==> config.mk <==
export PLATFORM = sky130hd
export DESIGN_NAME = ohb_req_port
export DESIGN_NICKNAME = d
export VERILOG_FILES = /design/src/rtl/ohb_pkg.sv /design/src/rtl/ohb_seq.sv /design/src/rtl/ohb_launch.sv /design/src/rtl/ohb_capture.sv /design/src/rtl/ohb_req_port.sv
export SDC_FILE = /design/constraint.sdc
export NUM_CORES = 1
export LEC_CHECK = 0
export CORE_AREA = 4 4 88 90
export DETAILED_ROUTE_END_ITERATION = 12
export DIE_AREA = 0 0 92 94
export PLACE_DENSITY = 0.48
export SLEW_MARGIN = 20
export SYNTH_ARGS = -nofsm -noshare
export SYNTH_HDL_FRONTEND = slang
export SYNTH_SLANG_ARGS = --single-unit
==> constraint.sdc <==
create_clock -name clk -period 1.6 [get_ports clk]
set_input_delay 0.16 -clock clk [delete_from_list [all_inputs] [get_ports clk]]
set_output_delay 0.16 -clock clk [all_outputs]
set_load 0.01 [all_outputs]
==> src/rtl/ohb_pkg.sv <==
// Shared widths and helpers for the serial overhead byte request port.
// Assumes address and data bytes are both carried bit-serially, MSB first.
package ohb_pkg;
    parameter int unsigned OHB_ADDR_W = 8;
    parameter int unsigned OHB_DATA_W = 8;

    // Width of a counter able to hold values 0 .. n-1 (at least 1 bit).
    function automatic int unsigned cnt_w(input int unsigned n);
        return (n <= 2) ? 1 : $clog2(n);
    endfunction
endpackage

==> src/rtl/ohb_seq.sv <==
// Rising-edge sequencer: accepts a request when idle, walks a phase counter
// through the address cycles and then the data cycles, and presents the next
// values of the external enables and the serial address bit.
// Assumes the launch stage registers the *_nx outputs on the falling edge.
module ohb_seq #(
    parameter int unsigned AW = ohb_pkg::OHB_ADDR_W,
    parameter int unsigned DW = ohb_pkg::OHB_DATA_W
) (
    input  logic          clk,
    input  logic          rst_n,
    input  logic          req_valid,
    input  logic [AW-1:0] req_addr,
    output logic          busy,
    output logic          last,
    output logic [AW-1:0] cur_addr,
    output logic          ale_nx,
    output logic          dle_nx,
    output logic          sa_nx
);
    localparam int unsigned TOTAL = AW + DW;
    localparam int unsigned PHW   = ohb_pkg::cnt_w(TOTAL);
    localparam logic [PHW-1:0] PH_LAST  = PHW'(TOTAL - 1);
    localparam logic [PHW-1:0] PH_ADEND = PHW'(AW);

    logic [PHW-1:0] ph;
    logic [AW-1:0]  ashift;

    assign last   = busy && (ph == PH_LAST);
    assign ale_nx = busy && (ph < PH_ADEND);
    assign dle_nx = busy && (ph >= PH_ADEND);
    assign sa_nx  = ale_nx && ashift[AW-1];

    // Accept a request when idle, advance the phase, shift the address out.
    always_ff @(posedge clk) begin
        if (!rst_n) begin
            busy     <= 1'b0;
            ph       <= '0;
            ashift   <= '0;
            cur_addr <= '0;
        end else if (!busy) begin
            if (req_valid) begin
                busy     <= 1'b1;
                ph       <= '0;
                ashift   <= req_addr;
                cur_addr <= req_addr;
            end
        end else begin
            if (last) begin
                busy <= 1'b0;
                ph   <= '0;
            end else begin
                ph <= ph + 1'b1;
            end
            if (ale_nx) ashift <= {ashift[AW-2:0], 1'b0};
        end
    end


    ignore_busy_req_chk: assert property (@(posedge clk) disable iff (!rst_n)
        (busy && req_valid && !last) |=> (busy && $stable(cur_addr)));

    accept_idle_chk: assert property (@(posedge clk) disable iff (!rst_n)
        (!busy && req_valid) |=> (busy && cur_addr == $past(req_addr)));

    done_release_chk: assert property (@(posedge clk) disable iff (!rst_n)
        last |=> !busy);
endmodule

==> src/rtl/ohb_launch.sv <==
// Falling-edge launch stage: retimes the enables and the serial address bit
// so that they change half a cycle away from the rising sampling edge.
// Assumes its inputs are settled by the falling edge (they come from
// rising-edge registers in the sequencer).
module ohb_launch #(
    parameter int unsigned AW = ohb_pkg::OHB_ADDR_W,
    parameter int unsigned DW = ohb_pkg::OHB_DATA_W
) (
    input  logic clk,
    input  logic rst_n,
    input  logic ale_nx,
    input  logic dle_nx,
    input  logic sa_nx,
    output logic ale_q,
    output logic dle_q,
    output logic sa_q
);
    // Drive the external outputs on the falling edge, low in reset.
    always_ff @(negedge clk) begin
        if (!rst_n) begin
            ale_q <= 1'b0;
            dle_q <= 1'b0;
            sa_q  <= 1'b0;
        end else begin
            ale_q <= ale_nx;
            dle_q <= dle_nx;
            sa_q  <= sa_nx;
        end
    end

    // Pulse-length checkers: count the rising edges each enable is seen high.
    localparam int unsigned RW = ohb_pkg::cnt_w(((AW > DW) ? AW : DW) + 2) + 1;
    logic [RW-1:0] ale_run, dle_run;

    // Run-length counters used only by the checks below.
    always_ff @(posedge clk) begin
        if (!rst_n) begin
            ale_run <= '0;
            dle_run <= '0;
        end else begin
            ale_run <= ale_q ? ale_run + 1'b1 : '0;
            dle_run <= dle_q ? dle_run + 1'b1 : '0;
        end
    end


    no_overlap_chk: assert property (@(posedge clk) disable iff (!rst_n)
        !(ale_q && dle_q));

    ale_len_chk: assert property (@(posedge clk) disable iff (!rst_n)
        $fell(ale_q) |-> (ale_run == RW'(AW)));

    ale_max_chk: assert property (@(posedge clk) disable iff (!rst_n)
        ale_q |-> (ale_run < RW'(AW)));

    dle_len_chk: assert property (@(posedge clk) disable iff (!rst_n)
        $fell(dle_q) |-> (dle_run == RW'(DW)));

    dle_follows_chk: assert property (@(posedge clk) disable iff (!rst_n)
        $fell(ale_q) |-> dle_q);

    sa_quiet_chk: assert property (@(posedge clk) disable iff (!rst_n)
        !ale_q |-> !sa_q);
endmodule

==> src/rtl/ohb_capture.sv <==
// Rising-edge capture: shifts the serial data in while the data-enable is
// high and, on the edge that samples the final bit, delivers the byte with
// its address and a one-cycle valid strobe.
// Assumes data_sdi is settled at each rising edge.
module ohb_capture #(
    parameter int unsigned AW = ohb_pkg::OHB_ADDR_W,
    parameter int unsigned DW = ohb_pkg::OHB_DATA_W
) (
    input  logic          clk,
    input  logic          rst_n,
    input  logic          dle_q,
    input  logic          sdi,
    input  logic          last,
    input  logic [AW-1:0] cur_addr,
    output logic          byte_valid,
    output logic [DW-1:0] byte_data,
    output logic [AW-1:0] byte_addr
);
    logic [DW-1:0] rx;

    // Shift in data bits MSB first and publish the byte on the last one.
    always_ff @(posedge clk) begin
        if (!rst_n) begin
            rx         <= '0;
            byte_valid <= 1'b0;
            byte_data  <= '0;
            byte_addr  <= '0;
        end else begin
            if (dle_q) rx <= {rx[DW-2:0], sdi};
            byte_valid <= last;
            if (last) begin
                byte_data <= {rx[DW-2:0], sdi};
                byte_addr <= cur_addr;
            end
        end
    end


    valid_pulse_chk: assert property (@(posedge clk) disable iff (!rst_n)
        byte_valid |=> !byte_valid);

    valid_at_dle_end_chk: assert property (@(posedge clk) disable iff (!rst_n)
        byte_valid |-> $fell(dle_q));
endmodule

==> src/rtl/ohb_req_port.sv <==
// Top of the serial overhead byte request port. Connects the rising-edge
// sequencer, the falling-edge launch stage and the rising-edge capture.
// Assumes a single port clock and a synchronous active-low reset held
// across at least one edge of each polarity.
module ohb_req_port #(
    parameter int unsigned AW = ohb_pkg::OHB_ADDR_W,
    parameter int unsigned DW = ohb_pkg::OHB_DATA_W
) (
    input  logic          clk,
    input  logic          rst_n,
    input  logic          req_valid,
    input  logic [AW-1:0] req_addr,
    output logic          busy,
    output logic          byte_valid,
    output logic [DW-1:0] byte_data,
    output logic [AW-1:0] byte_addr,
    output logic          addr_en,
    output logic          addr_sdo,
    output logic          data_en,
    input  logic          data_sdi
);
    logic          last, ale_nx, dle_nx, sa_nx;
    logic [AW-1:0] cur_addr;

    ohb_seq #(.AW(AW), .DW(DW)) u_seq (
        .clk(clk), .rst_n(rst_n), .req_valid(req_valid), .req_addr(req_addr),
        .busy(busy), .last(last), .cur_addr(cur_addr),
        .ale_nx(ale_nx), .dle_nx(dle_nx), .sa_nx(sa_nx)
    );

    ohb_launch #(.AW(AW), .DW(DW)) u_launch (
        .clk(clk), .rst_n(rst_n), .ale_nx(ale_nx), .dle_nx(dle_nx),
        .sa_nx(sa_nx), .ale_q(addr_en), .dle_q(data_en), .sa_q(addr_sdo)
    );

    ohb_capture #(.AW(AW), .DW(DW)) u_cap (
        .clk(clk), .rst_n(rst_n), .dle_q(data_en), .sdi(data_sdi),
        .last(last), .cur_addr(cur_addr), .byte_valid(byte_valid),
        .byte_data(byte_data), .byte_addr(byte_addr)
    );


    idle_outputs_chk: assert property (@(posedge clk) disable iff (!rst_n)
        !busy |-> (!addr_en && !addr_sdo));
endmodule

# ---- Word level (Yosys, flattened, before mapping)
# Index checks and enable logic that the tools add are counted.
dict set report classes {
  add_sub_neg 1
  magnitude_cmp 2
  n_eq_ne 2
  mux 9
  n_bitwise 1
  n_reduce_logical 7
}
# op count
set op_table {}
lappend op_table {{$mux 8} 3}
lappend op_table {{$mux 4} 3}
lappend op_table {{$add 4x1->4 const B} 1}
lappend op_table {{$eq 4x4->1 const B} 1}
lappend op_table {{$ge 4x4->1 const B} 1}
lappend op_table {{$logic_and 1x1->1} 4}
lappend op_table {{$lt 4x4->1 const B} 1}
lappend op_table {{$reduce_and 2->1} 2}
lappend op_table {{$mux 1} 3}
lappend op_table {{$ne 2x1->1 const B} 1}
lappend op_table {{$reduce_bool 2->1} 1}
lappend op_table {{$not 1->1} 1}
dict set report word_totals {
  register_bits 48
  in_bits 12
  out_inout_bits 21
  elab_cells 33
}

# ---- Longest topological paths before layout
dict set report depth {
  word_depth 4
  ltp_mapped 6
  ltp_nobuf 4
}

# ---- By module
# A second synthesis with hierarchy kept.
dict set report hier_totals {
  hier_cells 191
  hier_area_um2 2015.7
}
# module n_inst cells_each area_each_um2
set by_module_without_submodules {}
lappend by_module_without_submodules {ohb_seq 1 108 1027.2}
lappend by_module_without_submodules {ohb_capture 1 76 905.9}
lappend by_module_without_submodules {ohb_launch 1 7 82.6}

==> metrics.txt <==
# TYPE chip_impl_metric gauge
chip_impl_info{name="clockRootBuffer",value="clkbuf_8"} 1
chip_impl_metric{name="cts_num_sinks",unit=""} 48
chip_impl_info{name="critPathSlowestCell",value="dfxtp_2"} 1
chip_impl_info{name="yosys.area.top_type",value="dfxtp_1"} 1
chip_impl_info{name="synthFlopType",value="dfxtp_1"} 1
chip_impl_metric{name="setup_viol",unit=""} 10
chip_impl_metric{name="met2WireLength",unit="µm"} 1785
chip_impl_metric{name="synth_edf_count",unit=""} 0
chip_impl_metric{name="met1Wirelength",unit="µm"} 1978
chip_impl_metric{name="number_of_antenna_violations_at_the_first_check_in_global_routing",unit=""} 0
chip_impl_metric{name="effective_utilization_at_floorplan",unit="%"} 28.68
chip_impl_metric{name="global_route.overflow_total",unit=""} 0
chip_impl_metric{name="dr_wl_met3",unit="µm"} 194
chip_impl_metric{name="remaining_number_of_nets_flagged_by_the_antenna_check_after_routing",unit=""} 0
chip_impl_metric{name="numCtsBuffers",unit=""} 5
chip_impl_metric{name="ff2ff_path_depth",unit=""} 3
chip_impl_metric{name="proportion_of_layout_cells_with_a_drive_suffix_above_1",unit="%"} 27.46
chip_impl_metric{name="distinct_cell_type_count_of_the_synthesized_netlist",unit=""} 34
chip_impl_info{name="critical-path-top-delay-family",value="flip-flops"} 1
chip_impl_metric{name="synthesis.area",unit="µm²"} 2024
chip_impl_metric{name="clock_tree.htree_level_count",unit=""} 2
chip_impl_metric{name="setup.reg_to_reg.worst_slack",unit="ns"} -0.10
chip_impl_metric{name="timing_max_transition_violations_final",unit=""} 0
chip_impl_metric{name="ys_ff_latch",unit=""} 48
chip_impl_metric{name="hpwl",unit="µm"} 2770
chip_impl_metric{name="power_per_cell_area",unit="nW/µm²"} 894.9
chip_impl_metric{name="gp_congestion",unit=""} 0.7585
chip_impl_metric{name="synth_async_sr_flop_share",unit="%"} 0
chip_impl_info{name="dr.max_layer_used",value="met4"} 1
chip_impl_metric{name="rows",unit=""} 31
chip_impl_info{name="worstPathCellList",value="buf_6"} 1
chip_impl_info{name="timing.hold.worst.class",value="in -> reg"} 1
chip_impl_metric{name="yosysWarnings",unit=""} 0
chip_impl_metric{name="postRouteWirelength",unit="µm"} 4022
chip_impl_metric{name="synth.net_count",unit=""} 217
chip_impl_metric{name="antennaDiodeCount",unit=""} 0
chip_impl_metric{name="hold_depth",unit=""} 3
chip_impl_metric{name="fp.coreArea",unit="µm²"} 7059
chip_impl_metric{name="vdd_drop_max",unit="µV"} 423.6
chip_impl_metric{name="internal_power",unit="mW"} 1.724
chip_impl_metric{name="power.sequential.fraction",unit="%"} 54.4
chip_impl_metric{name="total_power",unit="mW"} 2.322
chip_impl_metric{name="finalClockSkew",unit="ns"} 0.05456
chip_impl_info{name="r2r-start",value="u_launch.dle_q$_SDFF_NN0_"} 1
chip_impl_metric{name="clk_path_buf_depth",unit=""} 2
chip_impl_metric{name="wire_length_of_the_first_global_routing_pass",unit="µm"} 6982
chip_impl_metric{name="clk_transition_reported_paths",unit="ns"} 0.09
chip_impl_metric{name="synth_largest_type_area_fraction",unit="%"} 47.47
chip_impl_metric{name="remaining_drc_errors",unit=""} 0
chip_impl_metric{name="portion_of_the_post_synthesis_area_used_by_sequential_elements",unit="%"} 47.47
chip_impl_metric{name="critical_path.max_stage_delay",unit="ns"} 0.31
chip_impl_metric{name="die_h",unit="µm"} 94
chip_impl_metric{name="ctsHoldBuffers",unit=""} 0
chip_impl_metric{name="power_switching",unit="mW"} 0.5978
chip_impl_metric{name="grt_pass1_vias",unit=""} 1478
chip_impl_metric{name="detail_route.vias_per_cell",unit=""} 4.434
chip_impl_metric{name="floorplan.die_area",unit="µm²"} 8648
chip_impl_metric{name="number_of_hold_violations_in_the_final_report",unit=""} 0
chip_impl_metric{name="worst-slew-pin-transition",unit="ns"} 0.4302
chip_impl_metric{name="critPathBufInv",unit=""} 1
chip_impl_info{name="whs_endpoint",value="u_seq.cur_addr[3]$_SDFFE_PN0P_"} 1
chip_impl_metric{name="count_of_maximum_capacitance_violations",unit=""} 0
chip_impl_info{name="critPathKind",value="reg -> out"} 1
chip_impl_metric{name="pwr-share-clk",unit="%"} 34.0
chip_impl_metric{name="leakage",unit="nW"} 0.9196
chip_impl_metric{name="synthesized_area_divided_by_synthesized_cell_count",unit="µm²"} 9.924
chip_impl_info{name="rsz_0062_raised_after_global_routing",value="true"} 1
chip_impl_metric{name="drt_iter0_drcs",unit=""} 85
chip_impl_metric{name="layout.core_utilization",unit="%"} 36.76
chip_impl_info{name="timing.rr.end",value="u_cap.rx[0]$_SDFFE_PN0P_"} 1
chip_impl_metric{name="pin_count_of_the_biggest_net_entering_global_routing",unit=""} 35
chip_impl_info{name="critical_path.startpoint_type",value="register"} 1
chip_impl_metric{name="clk-insertion-delay-late",unit="ns"} 0.35
chip_impl_info{name="violated_checks",value="negative setup slack"} 1
chip_impl_metric{name="detailroute.via_count",unit=""} 1521
chip_impl_info{name="outcome",value="complete, but fails checks"} 1
chip_impl_metric{name="io_pins",unit=""} 33
chip_impl_metric{name="setup_slack",unit="ns"} -0.1333
chip_impl_metric{name="grt_usage",unit="%"} 10.07
chip_impl_info{name="timing.critical_path.to_type",value="output port"} 1
chip_impl_metric{name="nNetsFinal",unit=""} 256
chip_impl_info{name="most_area_consuming_cells_after_synthesis",value="dfxtp_1, mux2i_1, nand3_2"} 1
chip_impl_metric{name="max_slew_margin",unit="%"} 71.32
chip_impl_metric{name="comb_power_share",unit="%"} 11.5
chip_impl_metric{name="synthesis.instances",unit=""} 204
chip_impl_metric{name="required_time_at_the_endpoint_of_the_critical_path",unit="ns"} 1.44
chip_impl_metric{name="sw_frac_of_total",unit="%"} 25.74
chip_impl_info{name="hold_path_startpoint",value="req_addr[3]"} 1
chip_impl_metric{name="layout-area-overhead-vs-synth",unit="%"} 28.18
chip_impl_metric{name="drt_first_pass_iters",unit=""} 4
chip_impl_info{name="layout_common_cells",value="dfxtp_1, nand2_1, clkdlybuf4s50_1"} 1
chip_impl_metric{name="critical_path_arrival",unit="ns"} 1.57
chip_impl_metric{name="critical_path_cell_count",unit=""} 1
chip_impl_metric{name="chipWidth",unit="µm"} 92
chip_impl_info{name="cts_tree",value="done"} 1
chip_impl_metric{name="post_drt_wl_per_cell",unit="µm"} 11.73
chip_impl_info{name="final_common_cell",value="dfxtp_1"} 1
chip_impl_metric{name="critPathMaxFanout",unit=""} 2
chip_impl_metric{name="portBuffers",unit=""} 32
-- kinds of logic after synthesis --
logic type               after synthesis  synth area share (%)
AO/OA/AOI/OAI                         41                 15.95
buffers and inverters                 18                 6.488
AND/OR/NAND/NOR                       81                 22.06
flip-flops                            48                 47.47
adder cells (fa/ha/maj)                1                0.6179
multiplexers                          15                 7.416
-- metal layers --
metal / up-vias / GRT usage [%]
met5: - / 0
met4: 0 / 4.455
met3: 7 / 2.724
met2: 31 / 15.15
met1: 703 / 13.50
li1: 780 / -
-- final cells by class --
| type | instances | area [µm²] |
|---|---|---|
| fillers | 772 | 4464 |
| repair buffers | 45 | 455.4 |
| well taps | 99 | 123.9 |
| clock inverters | 5 | 25.02 |
| flip-flops and latches | 48 | 967.2 |
| clock buffers | 6 | 82.58 |
| multi-input cells | 138 | 933.4 |
| inverters | 2 | 7.507 |
-- timing repair --
action                     CTS  global route
setup endpoints to repair   11            10
gates resized for setup     15             2
buffers inserted             0             0
-- synthesized netlist by cell type, types with 2 or more instances --
master / instances
a211oi_2: 7
a21oi_1: 12
buf_2: 5
buf_4: 2
buf_6: 5
dfxtp_1: 48
inv_1: 2
mux2i_1: 15
nand2_1: 33
nand3_1: 5
nand3_2: 14
nor2_1: 12
nor3_1: 8
o21ai_1: 2
o21ai_2: 14
or2b_1: 2
-- worst max path at each step --
stage / start / endpoint / slack [ns]
finish: u_launch.dle_q$_SDFF_NN0_ / data_en / -0.13
global route: u_launch.dle_q$_SDFF_NN0_ / u_cap.rx[6]$_SDFFE_PN0P_ / -0.17
CTS: u_launch.dle_q$_SDFF_NN0_ / data_en / -0.15
detailed placement: rst_n / u_launch.sa_q$_SDFF_NN0_ / -0.23
global placement: rst_n / u_launch.sa_q$_SDFF_NN0_ / -0.21
floorplan: u_seq.busy$_SDFF_PN0_ / u_launch.sa_q$_SDFF_NN0_ / -0.06
-- registers in the layout (all words and copies together) (netlist names) --
register          flops
u_cap.byte_addr       8
u_cap.byte_data       8
u_seq.ashift          8
u_seq.cur_addr        8
u_cap.rx              7
u_seq.ph              4
u_cap.byte_valid      1
u_launch.ale_q        1
u_launch.dle_q        1
u_launch.sa_q         1
u_seq.busy            1
-- power by group through the flow --
stage | logic [mW] | clock network [mW] | registers, mW
3_5_place_dp | 0.271 | 0.0156 | 1.29
2_1_floorplan | 0.180 | 0.0156 | 1.29
5_1_grt | 0.289 | 0.901 | 1.27
4_1_cts | 0.270 | 0.832 | 1.26
3_3_place_gp | 0.271 | 0.0156 | 1.29
6_report | 0.267 | 0.791 | 1.26
-- stage by stage --
step,cells,cell area [µm²],TNS [ns],hold slack (ns),worst slack [ns]
3_5_place_dp,333,2490,-1.309,0.4471,-0.2304
3_3_place_gp,333,2490,-1.176,0.4451,-0.2090
4_1_cts,343,2587,-1.076,0.4367,-0.1491
5_1_grt,343,2595,-1.425,0.4339,-0.1728
2_1_floorplan,204,2038,-0.3041,0.2923,-0.05954
6_report,343,2595,-0.9903,0.4419,-0.1333
(Power assumes the default switching activity.)
